===== src/rtl/thermon_pkg.sv =====
package thermon_pkg;
    localparam int REG_W     = 32;
    localparam int EV_COLD   = 0;
    localparam int EV_HOT    = 1;
    localparam int EV_LOW    = 2;
    localparam int EV_HIGH   = 3;
    localparam int EV_H2N    = 4;
    localparam int EV_PER_PT = 5;
    localparam int TMO_BIT   = 15;
    localparam int IMM_BASE  = 16;
    localparam int FILT_BASE = 19;

    typedef enum logic [3:0] {
        A_PTMASK  = 4'd0,
        A_IEN     = 4'd1,
        A_STAT    = 4'd2,
        A_LOWOFS  = 4'd3,
        A_HIGHOFS = 4'd4,
        A_HOT     = 4'd5,
        A_COLD    = 4'd6,
        A_H2N     = 4'd7,
        A_DET     = 4'd8,
        A_PROT    = 4'd9,
        A_PRES    = 4'd10,
        A_GSTAT   = 4'd14,
        A_BSEL    = 4'd15
    } addr_e;

    typedef enum logic [1:0] {
        PM_AVG = 2'd0,
        PM_MAX = 2'd1,
        PM_SEL = 2'd2,
        PM_RSV = 2'd3
    } pmode_e;
endpackage


===== src/rtl/thermon_point.sv =====
module thermon_point
    import thermon_pkg::*;
#(
    parameter int ADCW = 12,
    parameter int CNTW = 4
) (
    input  logic                 clk,
    input  logic                 rst_n,
    input  logic                 vld_i,
    input  logic [ADCW-1:0]      raw_i,
    input  logic [ADCW-1:0]      thr_low_i,
    input  logic [ADCW-1:0]      thr_high_i,
    input  logic [ADCW-1:0]      thr_hot_i,
    input  logic [ADCW-1:0]      thr_cold_i,
    input  logic [ADCW-1:0]      thr_h2n_i,
    input  logic [CNTW-1:0]      det_i,
    output logic [EV_PER_PT-1:0] evt_o,
    output logic                 imm_o,
    output logic                 filt_o
);
    typedef struct packed {
        logic [EV_PER_PT-1:0][CNTW-1:0] run;
        logic [CNTW-1:0]                fcnt;
        logic                           hot;
    } pt_st_t;

    pt_st_t                 st_q, st_d;
    logic [EV_PER_PT-1:0]   cond;
    logic [EV_PER_PT-1:0]   fire;
    logic                   filt;

    always_comb begin
        cond          = '0;
        cond[EV_COLD] = raw_i > thr_cold_i;
        cond[EV_HOT]  = raw_i < thr_hot_i;
        cond[EV_LOW]  = raw_i > thr_low_i;
        cond[EV_HIGH] = raw_i < thr_high_i;
        cond[EV_H2N]  = st_q.hot && (raw_i > thr_h2n_i);
        st_d = st_q;
        fire = '0;
        filt = 1'b0;
        for (int n = 0; n < EV_PER_PT; n++) begin
            fire[n] = vld_i && cond[n] && (st_q.run[n] >= det_i);
            if (vld_i) begin
                st_d.run[n] = (cond[n] && !fire[n]) ? st_q.run[n] + 1'b1 : '0;
            end
        end
        if (vld_i) begin
            filt      = st_q.fcnt >= det_i;
            st_d.fcnt = filt ? '0 : st_q.fcnt + 1'b1;
        end
        if (fire[EV_HOT]) begin
            st_d.hot = 1'b1;
        end else if (fire[EV_H2N]) begin
            st_d.hot = 1'b0;
        end
    end

    always_ff @(posedge clk or negedge rst_n) begin
        if (!rst_n) st_q <= '0;
        else        st_q <= st_d;
    end

    assign evt_o  = fire;
    assign imm_o  = vld_i;
    assign filt_o = filt;

    // a zero detection count turns one hot sample straight into an event
    assert_single_sample_R3: assert property (@(posedge clk) disable iff (!rst_n)
        (vld_i && det_i == '0 && raw_i < thr_hot_i) |-> evt_o[EV_HOT]);

    // returning to normal disarms the hot-to-normal condition
    assert_h2n_disarms_R2: assert property (@(posedge clk) disable iff (!rst_n)
        (evt_o[EV_H2N] && !evt_o[EV_HOT]) |=> !st_q.hot);
endmodule


===== src/rtl/thermon_bank.sv =====
module thermon_bank
    import thermon_pkg::*;
#(
    parameter int NPTS = 3,
    parameter int ADCW = 12,
    parameter int CNTW = 4
) (
    input  logic                 clk,
    input  logic                 rst_n,
    input  logic                 sel_i,
    input  logic                 wr_i,
    input  logic                 rd_i,
    input  logic [3:0]           addr_i,
    input  logic [REG_W-1:0]     wdata_i,
    output logic [REG_W-1:0]     rdata_o,
    input  logic [NPTS-1:0]      vld_i,
    input  logic [NPTS*ADCW-1:0] raw_i,
    input  logic                 tmo_i,
    output logic                 pend_o
);
    localparam int SUMW = ADCW + $clog2(NPTS + 1);

    typedef struct packed {
        logic [NPTS-1:0]            ptmask;
        logic [REG_W-1:0]           ien;
        logic [REG_W-1:0]           stat;
        logic [ADCW-1:0]            thr_low;
        logic [ADCW-1:0]            thr_high;
        logic [ADCW-1:0]            thr_hot;
        logic [ADCW-1:0]            thr_cold;
        logic [ADCW-1:0]            thr_h2n;
        logic [CNTW-1:0]            det;
        logic [1:0]                 pmode;
        logic [1:0]                 psel;
        logic [NPTS-1:0][ADCW-1:0]  last;
    } bank_st_t;

    bank_st_t                         st_q, st_d;
    logic [NPTS-1:0]                  gvld;
    logic [NPTS-1:0][EV_PER_PT-1:0]   evt;
    logic [NPTS-1:0]                  imm;
    logic [NPTS-1:0]                  filt;
    logic [REG_W-1:0]                 set_vec;
    logic                             clr;
    logic [SUMW-1:0]                  sum;
    logic [SUMW-1:0]                  n_en;
    logic [ADCW-1:0]                  mn;
    logic [ADCW-1:0]                  pres;

    assign gvld = vld_i & st_q.ptmask;
    assign clr  = sel_i && rd_i && (addr_i == A_STAT);

    for (genvar p = 0; p < NPTS; p++) begin : g_pt
        thermon_point #(.ADCW(ADCW), .CNTW(CNTW)) u_pt (
            .clk        (clk),
            .rst_n      (rst_n),
            .vld_i      (gvld[p]),
            .raw_i      (raw_i[p*ADCW +: ADCW]),
            .thr_low_i  (st_q.thr_low),
            .thr_high_i (st_q.thr_high),
            .thr_hot_i  (st_q.thr_hot),
            .thr_cold_i (st_q.thr_cold),
            .thr_h2n_i  (st_q.thr_h2n),
            .det_i      (st_q.det),
            .evt_o      (evt[p]),
            .imm_o      (imm[p]),
            .filt_o     (filt[p])
        );
    end

    always_comb begin
        set_vec          = '0;
        set_vec[TMO_BIT] = tmo_i;
        for (int p = 0; p < NPTS; p++) begin
            set_vec[p*EV_PER_PT +: EV_PER_PT] = evt[p];
            set_vec[IMM_BASE + p]             = imm[p];
            set_vec[FILT_BASE + p]            = filt[p];
        end
    end

    // protection path over the latest codes of enabled points
    always_comb begin
        sum  = '0;
        n_en = '0;
        mn   = '1;
        for (int p = 0; p < NPTS; p++) begin
            if (st_q.ptmask[p]) begin
                sum  = sum + SUMW'(st_q.last[p]);
                n_en = n_en + 1'b1;
                if (st_q.last[p] < mn) mn = st_q.last[p];
            end
        end
        pres = '0;
        case (st_q.pmode)
            PM_AVG:  if (n_en != '0) pres = ADCW'(sum / n_en);
            PM_MAX:  if (n_en != '0) pres = mn;
            PM_SEL:  if (int'(st_q.psel) < NPTS) pres = st_q.last[st_q.psel];
            default: pres = '0;
        endcase
    end

    always_comb begin
        st_d      = st_q;
        st_d.stat = (clr ? '0 : st_q.stat) | set_vec;
        for (int p = 0; p < NPTS; p++) begin
            if (gvld[p]) st_d.last[p] = raw_i[p*ADCW +: ADCW];
        end
        if (sel_i && wr_i) begin
            case (addr_i)
                A_PTMASK:  st_d.ptmask   = wdata_i[NPTS-1:0];
                A_IEN:     st_d.ien      = wdata_i;
                A_LOWOFS:  st_d.thr_low  = wdata_i[ADCW-1:0];
                A_HIGHOFS: st_d.thr_high = wdata_i[ADCW-1:0];
                A_HOT:     st_d.thr_hot  = wdata_i[ADCW-1:0];
                A_COLD:    st_d.thr_cold = wdata_i[ADCW-1:0];
                A_H2N:     st_d.thr_h2n  = wdata_i[ADCW-1:0];
                A_DET:     st_d.det      = wdata_i[CNTW-1:0];
                A_PROT: begin
                    st_d.pmode = wdata_i[17:16];
                    st_d.psel  = wdata_i[1:0];
                end
                default: ;
            endcase
        end
    end

    always_comb begin
        rdata_o = '0;
        case (addr_i)
            A_PTMASK:  rdata_o[NPTS-1:0] = st_q.ptmask;
            A_IEN:     rdata_o           = st_q.ien;
            A_STAT:    rdata_o           = st_q.stat;
            A_LOWOFS:  rdata_o[ADCW-1:0] = st_q.thr_low;
            A_HIGHOFS: rdata_o[ADCW-1:0] = st_q.thr_high;
            A_HOT:     rdata_o[ADCW-1:0] = st_q.thr_hot;
            A_COLD:    rdata_o[ADCW-1:0] = st_q.thr_cold;
            A_H2N:     rdata_o[ADCW-1:0] = st_q.thr_h2n;
            A_DET:     rdata_o[CNTW-1:0] = st_q.det;
            A_PROT: begin
                rdata_o[17:16] = st_q.pmode;
                rdata_o[1:0]   = st_q.psel;
            end
            A_PRES:    rdata_o[ADCW-1:0] = pres;
            default:   rdata_o = '0;
        endcase
    end

    always_ff @(posedge clk or negedge rst_n) begin
        if (!rst_n) st_q <= '0;
        else        st_q <= st_d;
    end

    assign pend_o = |(st_q.stat & st_q.ien);

    // without a status read, no bit already set may drop
    assert_sticky_R7: assert property (@(posedge clk) disable iff (!rst_n)
        !clr |=> ((st_q.stat & $past(st_q.stat)) == $past(st_q.stat)));

    // after a status read only bits raised in that same cycle remain
    assert_clear_R7: assert property (@(posedge clk) disable iff (!rst_n)
        clr |=> ((st_q.stat & ~$past(set_vec)) == '0));

    // with no accepted sample, timeout or read the status holds
    assert_quiet_R6: assert property (@(posedge clk) disable iff (!rst_n)
        (!clr && gvld == '0 && !tmo_i) |=> (st_q.stat == $past(st_q.stat)));
endmodule


===== src/rtl/thermon_monitor.sv =====
module thermon_monitor
    import thermon_pkg::*;
#(
    parameter int NBANKS = 4,
    parameter int NPTS   = 3,
    parameter int ADCW   = 12,
    parameter int CNTW   = 4
) (
    input  logic                        clk,
    input  logic                        rst_n,
    input  logic                        reg_wr_i,
    input  logic                        reg_rd_i,
    input  logic [3:0]                  reg_addr_i,
    input  logic [REG_W-1:0]            reg_wdata_i,
    output logic [REG_W-1:0]            reg_rdata_o,
    input  logic [NBANKS*NPTS-1:0]      smp_vld_i,
    input  logic [NBANKS*NPTS*ADCW-1:0] smp_raw_i,
    input  logic [NBANKS-1:0]           tmo_i,
    output logic                        irq_o,
    output logic [NBANKS-1:0]           bank_pend_n_o
);
    localparam int BSELW = 4;

    typedef struct packed {
        logic [BSELW-1:0] bsel;
    } top_st_t;

    top_st_t                       st_q, st_d;
    logic [NBANKS-1:0]             pend;
    logic [NBANKS-1:0][REG_W-1:0]  bank_rd;

    for (genvar b = 0; b < NBANKS; b++) begin : g_bank
        thermon_bank #(.NPTS(NPTS), .ADCW(ADCW), .CNTW(CNTW)) u_bank (
            .clk     (clk),
            .rst_n   (rst_n),
            .sel_i   (st_q.bsel == BSELW'(b)),
            .wr_i    (reg_wr_i),
            .rd_i    (reg_rd_i),
            .addr_i  (reg_addr_i),
            .wdata_i (reg_wdata_i),
            .rdata_o (bank_rd[b]),
            .vld_i   (smp_vld_i[b*NPTS +: NPTS]),
            .raw_i   (smp_raw_i[b*NPTS*ADCW +: NPTS*ADCW]),
            .tmo_i   (tmo_i[b]),
            .pend_o  (pend[b])
        );
    end

    always_comb begin
        st_d = st_q;
        if (reg_wr_i && reg_addr_i == A_BSEL) st_d.bsel = reg_wdata_i[BSELW-1:0];
    end

    always_comb begin
        reg_rdata_o = '0;
        case (reg_addr_i)
            A_BSEL:  reg_rdata_o[BSELW-1:0]  = st_q.bsel;
            A_GSTAT: reg_rdata_o[NBANKS-1:0] = ~pend;
            default: begin
                for (int b = 0; b < NBANKS; b++) begin
                    if (st_q.bsel == BSELW'(b)) reg_rdata_o = bank_rd[b];
                end
            end
        endcase
    end

    always_ff @(posedge clk or negedge rst_n) begin
        if (!rst_n) st_q <= '0;
        else        st_q <= st_d;
    end

    assign irq_o         = |pend;
    assign bank_pend_n_o = ~pend;

    // the line only drops after a register access (clearing read or enable write)
    assert_irq_drop_R8: assert property (@(posedge clk) disable iff (!rst_n)
        $fell(irq_o) |-> $past(reg_rd_i || reg_wr_i));

    // a bank leaves the pending state only after a register access
    assert_pend_release_R9: assert property (@(posedge clk) disable iff (!rst_n)
        ($countones(bank_pend_n_o) > $countones($past(bank_pend_n_o)))
            |-> $past(reg_rd_i || reg_wr_i));
endmodule


===== config.mk =====
export PLATFORM = sky130hd
export DESIGN_NAME = thermon_monitor
export DESIGN_NICKNAME = d
export VERILOG_FILES = /design/src/rtl/thermon_pkg.sv /design/src/rtl/thermon_point.sv /design/src/rtl/thermon_bank.sv /design/src/rtl/thermon_monitor.sv
export SDC_FILE = /design/constraint.sdc
export NUM_CORES = 2
export LEC_CHECK = 0
export ABC_AREA = 1
export BUFFER_PORTS_ARGS = -buffer_cell sky130_fd_sc_hd__buf_4
export CAP_MARGIN = 0
export CORE_MARGIN = 3
export CORE_UTILIZATION = 54
export CTS_CLUSTER_SIZE = 24
export DETAILED_ROUTE_END_ITERATION = 8
export PLACE_DENSITY_LB_ADDON = 0.05
export SYNTH_ARGS = -nofsm -noshare
export SYNTH_HDL_FRONTEND = slang
export SYNTH_SLANG_ARGS = --single-unit
export TNS_END_PERCENT = 1

===== constraint.sdc =====
create_clock -name clk -period 22.9 [get_ports clk]
set_clock_uncertainty 0.1 [all_clocks]
set_input_delay 2.29 -clock clk [delete_from_list [all_inputs] [get_ports clk]]
set_output_delay 2.29 -clock clk [all_outputs]
set_load 0.01 [all_outputs]

==> impl_metrics.yaml <==
grt:
  grt_overflow_total: 0
  grt_pass1_vias: 85500
  grt_max_degree: 167
  grt_antenna_before_repair: 27
  gr-usage-all-layers_pct: 37.8
  grt_pass1_wl_um: 506000
die:
  die_h_um: 414
  core-area_um2: 165000
  rows: 149
  start_util_pct: 54.5
  dieArea_um2: 172000
  ioPinCount: 237
  dieWidth_um: 414
sta:
  period_share_pct: 99.3
  timing_hold_violations_final: 0
  slew_headroom_pct: 5.28
  finalSetupViolations: 0
  worst_pin_slew_ns: 1.40
  period_minus_slack_ns: 22.73
  max_freq_mhz: 44.0
  rsz0062_at_grt: "yes"
  drv_slew: 0
place:
  dpl.hpwl_um: 256000
  gp_congestion: 0.995
  dpl_cell_area_um2: 96000
  place.port_buffers: 236
synth:
  ys_seq_area_share_pct: 26.4
  syn_inst: 12200
  ys.flop_type: "dfrtp_1"
  syn_area_um2: 90000
  yosysTopAreaCellShare_pct: 26.4
  synth_area_leaders: "dfrtp_1 (26%), ha_1 (20%), nand2_1 (11%)"
  yosysMostFrequentCell: "nand2_1"
  synth-edff-count: 0
  synth.distinct_cells: 92
  yosysWarnings: 0
  synthArstFlopShare_pct: 100
  synth_nets: 13800
  avgSynthCellArea_um2: 7.39
  synth_commonest_cells: "nand2_1 (2673), inv_1 (1587), ha_1 (1410), o21ai_0 (966), dfrtp_1 (948)"
  ys_ff_latch: 948
  synth_top_cell_by_area: "dfrtp_1"
clocking:
  cts_root_buffer: "clkbuf_16"
  cts_buffers: 109
  cts_hold_buf: 0
  cts_buffer_depth: 3
  clock_latency_ns: 0.77
  h-tree-depth: 3
  clk_pin_slew_worst_paths_ns: 0.07
  cts_num_sinks: 948
  cts_tree: "built"
drt:
  ant_nets: 0
  drc: 0
  detail_route.wirelength_um: 338000
  dr.pass1.iters: 9
  dr.first_iter.drc_count: 8988
  wl_per_cell_um: 22.4
  vias_per_cell: 5.98
  vias: 90100
worst_setup_path:
  worst_r2r_startpoint: "g_bank[2].u_bank.st_q[81]"
  start_kind: "flip-flop"
  reg2reg_slack_ns: 18.81
  rr_endpoint: "g_bank[2].u_bank.g_pt[1].u_pt.st_q[17]"
  cp_max_fo: 6
  arrival_ns: 20.34
  cp.required_ns: 20.51
  cp-end-kind: "output port"
  worstSetupPathType: "reg2out"
  crit_top_cell: "inv_2"
  cp_slowest_cell: "dfrtp_1"
  cpPeakStageDelay_ns: 0.40
  ff2ff_path_depth: 13
cells_and_area:
  fin_area_um2: 103000
  post-route-util_pct: 62.4
  fin_nets: 14400
  syn2layout_area_growth_pct: 14.6
  final_layout_size_suffix_gt1_share_pct: 14.9
min_path:
  hp-start: "g_bank[0].u_bank.g_pt[1].u_pt.st_q[0]"
  hold_path.class: "reg2reg"
  holdPathEnd: "g_bank[0].u_bank.g_pt[1].u_pt.st_q[0]"
  holdPathStages: 2
job:
  cap_violations: 0
outcome:
  status: "complete, no violations"
==> registers in the layout, summed over array words and instances, names as in the netlist <==
name	cells
st_q	4
g_bank.u_bank.st_q	644
g_bank.u_bank.g_pt.u_pt.st_q	300
==> logic make-up (layout without fill, tap and decap cells) <==
| group | Yosys count | in the layout | synth area share, % |
|---|---|---|---|
| adder cells (fa/ha/maj) | 1422 | 1422 | 19.9 |
| AO/OA/AOI/OAI | 2627 | 2627 | 17.3 |
| multiplexers | 46 | 46 | 0.573 |
| XOR/XNOR | 284 | 284 | 2.77 |
| buffers and inverters | 2002 | 2685 | 8.74 |
| flip-flops | 948 | 948 | 26.4 |
| other | 0 | 15 | 0 |
| AND/OR/NAND/NOR | 4851 | 4851 | 24.4 |
==> layout make-up <==
class	instances	area (µm²)
Clock inverter	52	763
Timing Repair Buffer	793	6020
Antenna cell	15	37.5
Inverter	1692	6400
Fill cell	14800	62100
Multi-Input combinational cell	9230	60400
Tap cell	2189	2740
Sequential cell	948	23700
Clock buffer	148	3040
==> stage by stage <==
| step | setup TNS, ns | instances | worst slack (ns) | hold WS, ns |
|---|---|---|---|---|
| final | 0 | 15100 | 0.168 | 0.390 |
| after global routing | -1.54 | 15100 | -1.02 | 0.413 |
| after CTS | 0 | 14900 | 0.000531 | 0.389 |
| after detailed placement | -1.21 | 14700 | -0.994 | 0.371 |
| after global placement | -0.583 | 14700 | -0.583 | 0.368 |
| after floorplan | 0 | 12200 | 0.344 | 0.343 |
==> per-layer routing <==
| metal | vias up | wire [µm] | part of all wire (%) | track usage [%] |
|---|---|---|---|---|
| met5 | - | 71 | 0.021 | 0 |
| met4 | 12 | 17900 | 5.3 | 17.6 |
| met3 | 900 | 34200 | 10 | 8.69 |
| met2 | 4032 | 146000 | 43 | 58.4 |
| met1 | 42600 | 139000 | 41 | 50.1 |
| li1 | 42500 | - | - | - |
==> worst max-delay path, delay by kind of cell (launching register included) <==
family,cells,cell delay [ns]
buffers and inverters,35,2.76
adders and majority gates,16,4.18
xor gates and xnor gates,1,0.20
DFF,1,0.40
AOI/OAI and AO/OA,35,4.30
and+or+nand+nor,78,7.69
==> worst max path at each step <==
stage,from,endpoint,cells past startpoint
2_1_floorplan,g_bank[3].u_bank.st_q[168],reg_rdata_o[0],167
3_3_place_gp,g_bank[0].u_bank.st_q[168],reg_rdata_o[0],150
3_5_place_dp,g_bank[0].u_bank.st_q[168],reg_rdata_o[0],151
4_1_cts,g_bank[3].u_bank.st_q[168],reg_rdata_o[0],165
5_1_grt,g_bank[3].u_bank.st_q[168],reg_rdata_o[0],168
6_report,g_bank[3].u_bank.st_q[168],reg_rdata_o[0],165
==> timing repair <==
item | in CTS | in global routing
buffers inserted | 56 | 117
setup endpoints to repair | 3 | 3
pin swaps | 84 | 216
gates resized for setup | 178 | 299
==> placed cells by master (no fill, tap or decap), types with 117 or more instances in the layout <==
cell type and count:
xor2_1 231, ha_1 1343, o211ai_1 117, nand2_1 2616
dfrtp_1 946, nand4_1 224, nand3_1 587, nand2_2 161
o22ai_1 159, inv_1 1532, a21oi_1 680, o21ai_0 900
nor2_1 791, buf_4 782, inv_2 121
Power is left out: the tool's default activity adds up to more than one toggle a clock period on the data nets, which glitch-free logic cannot reach.
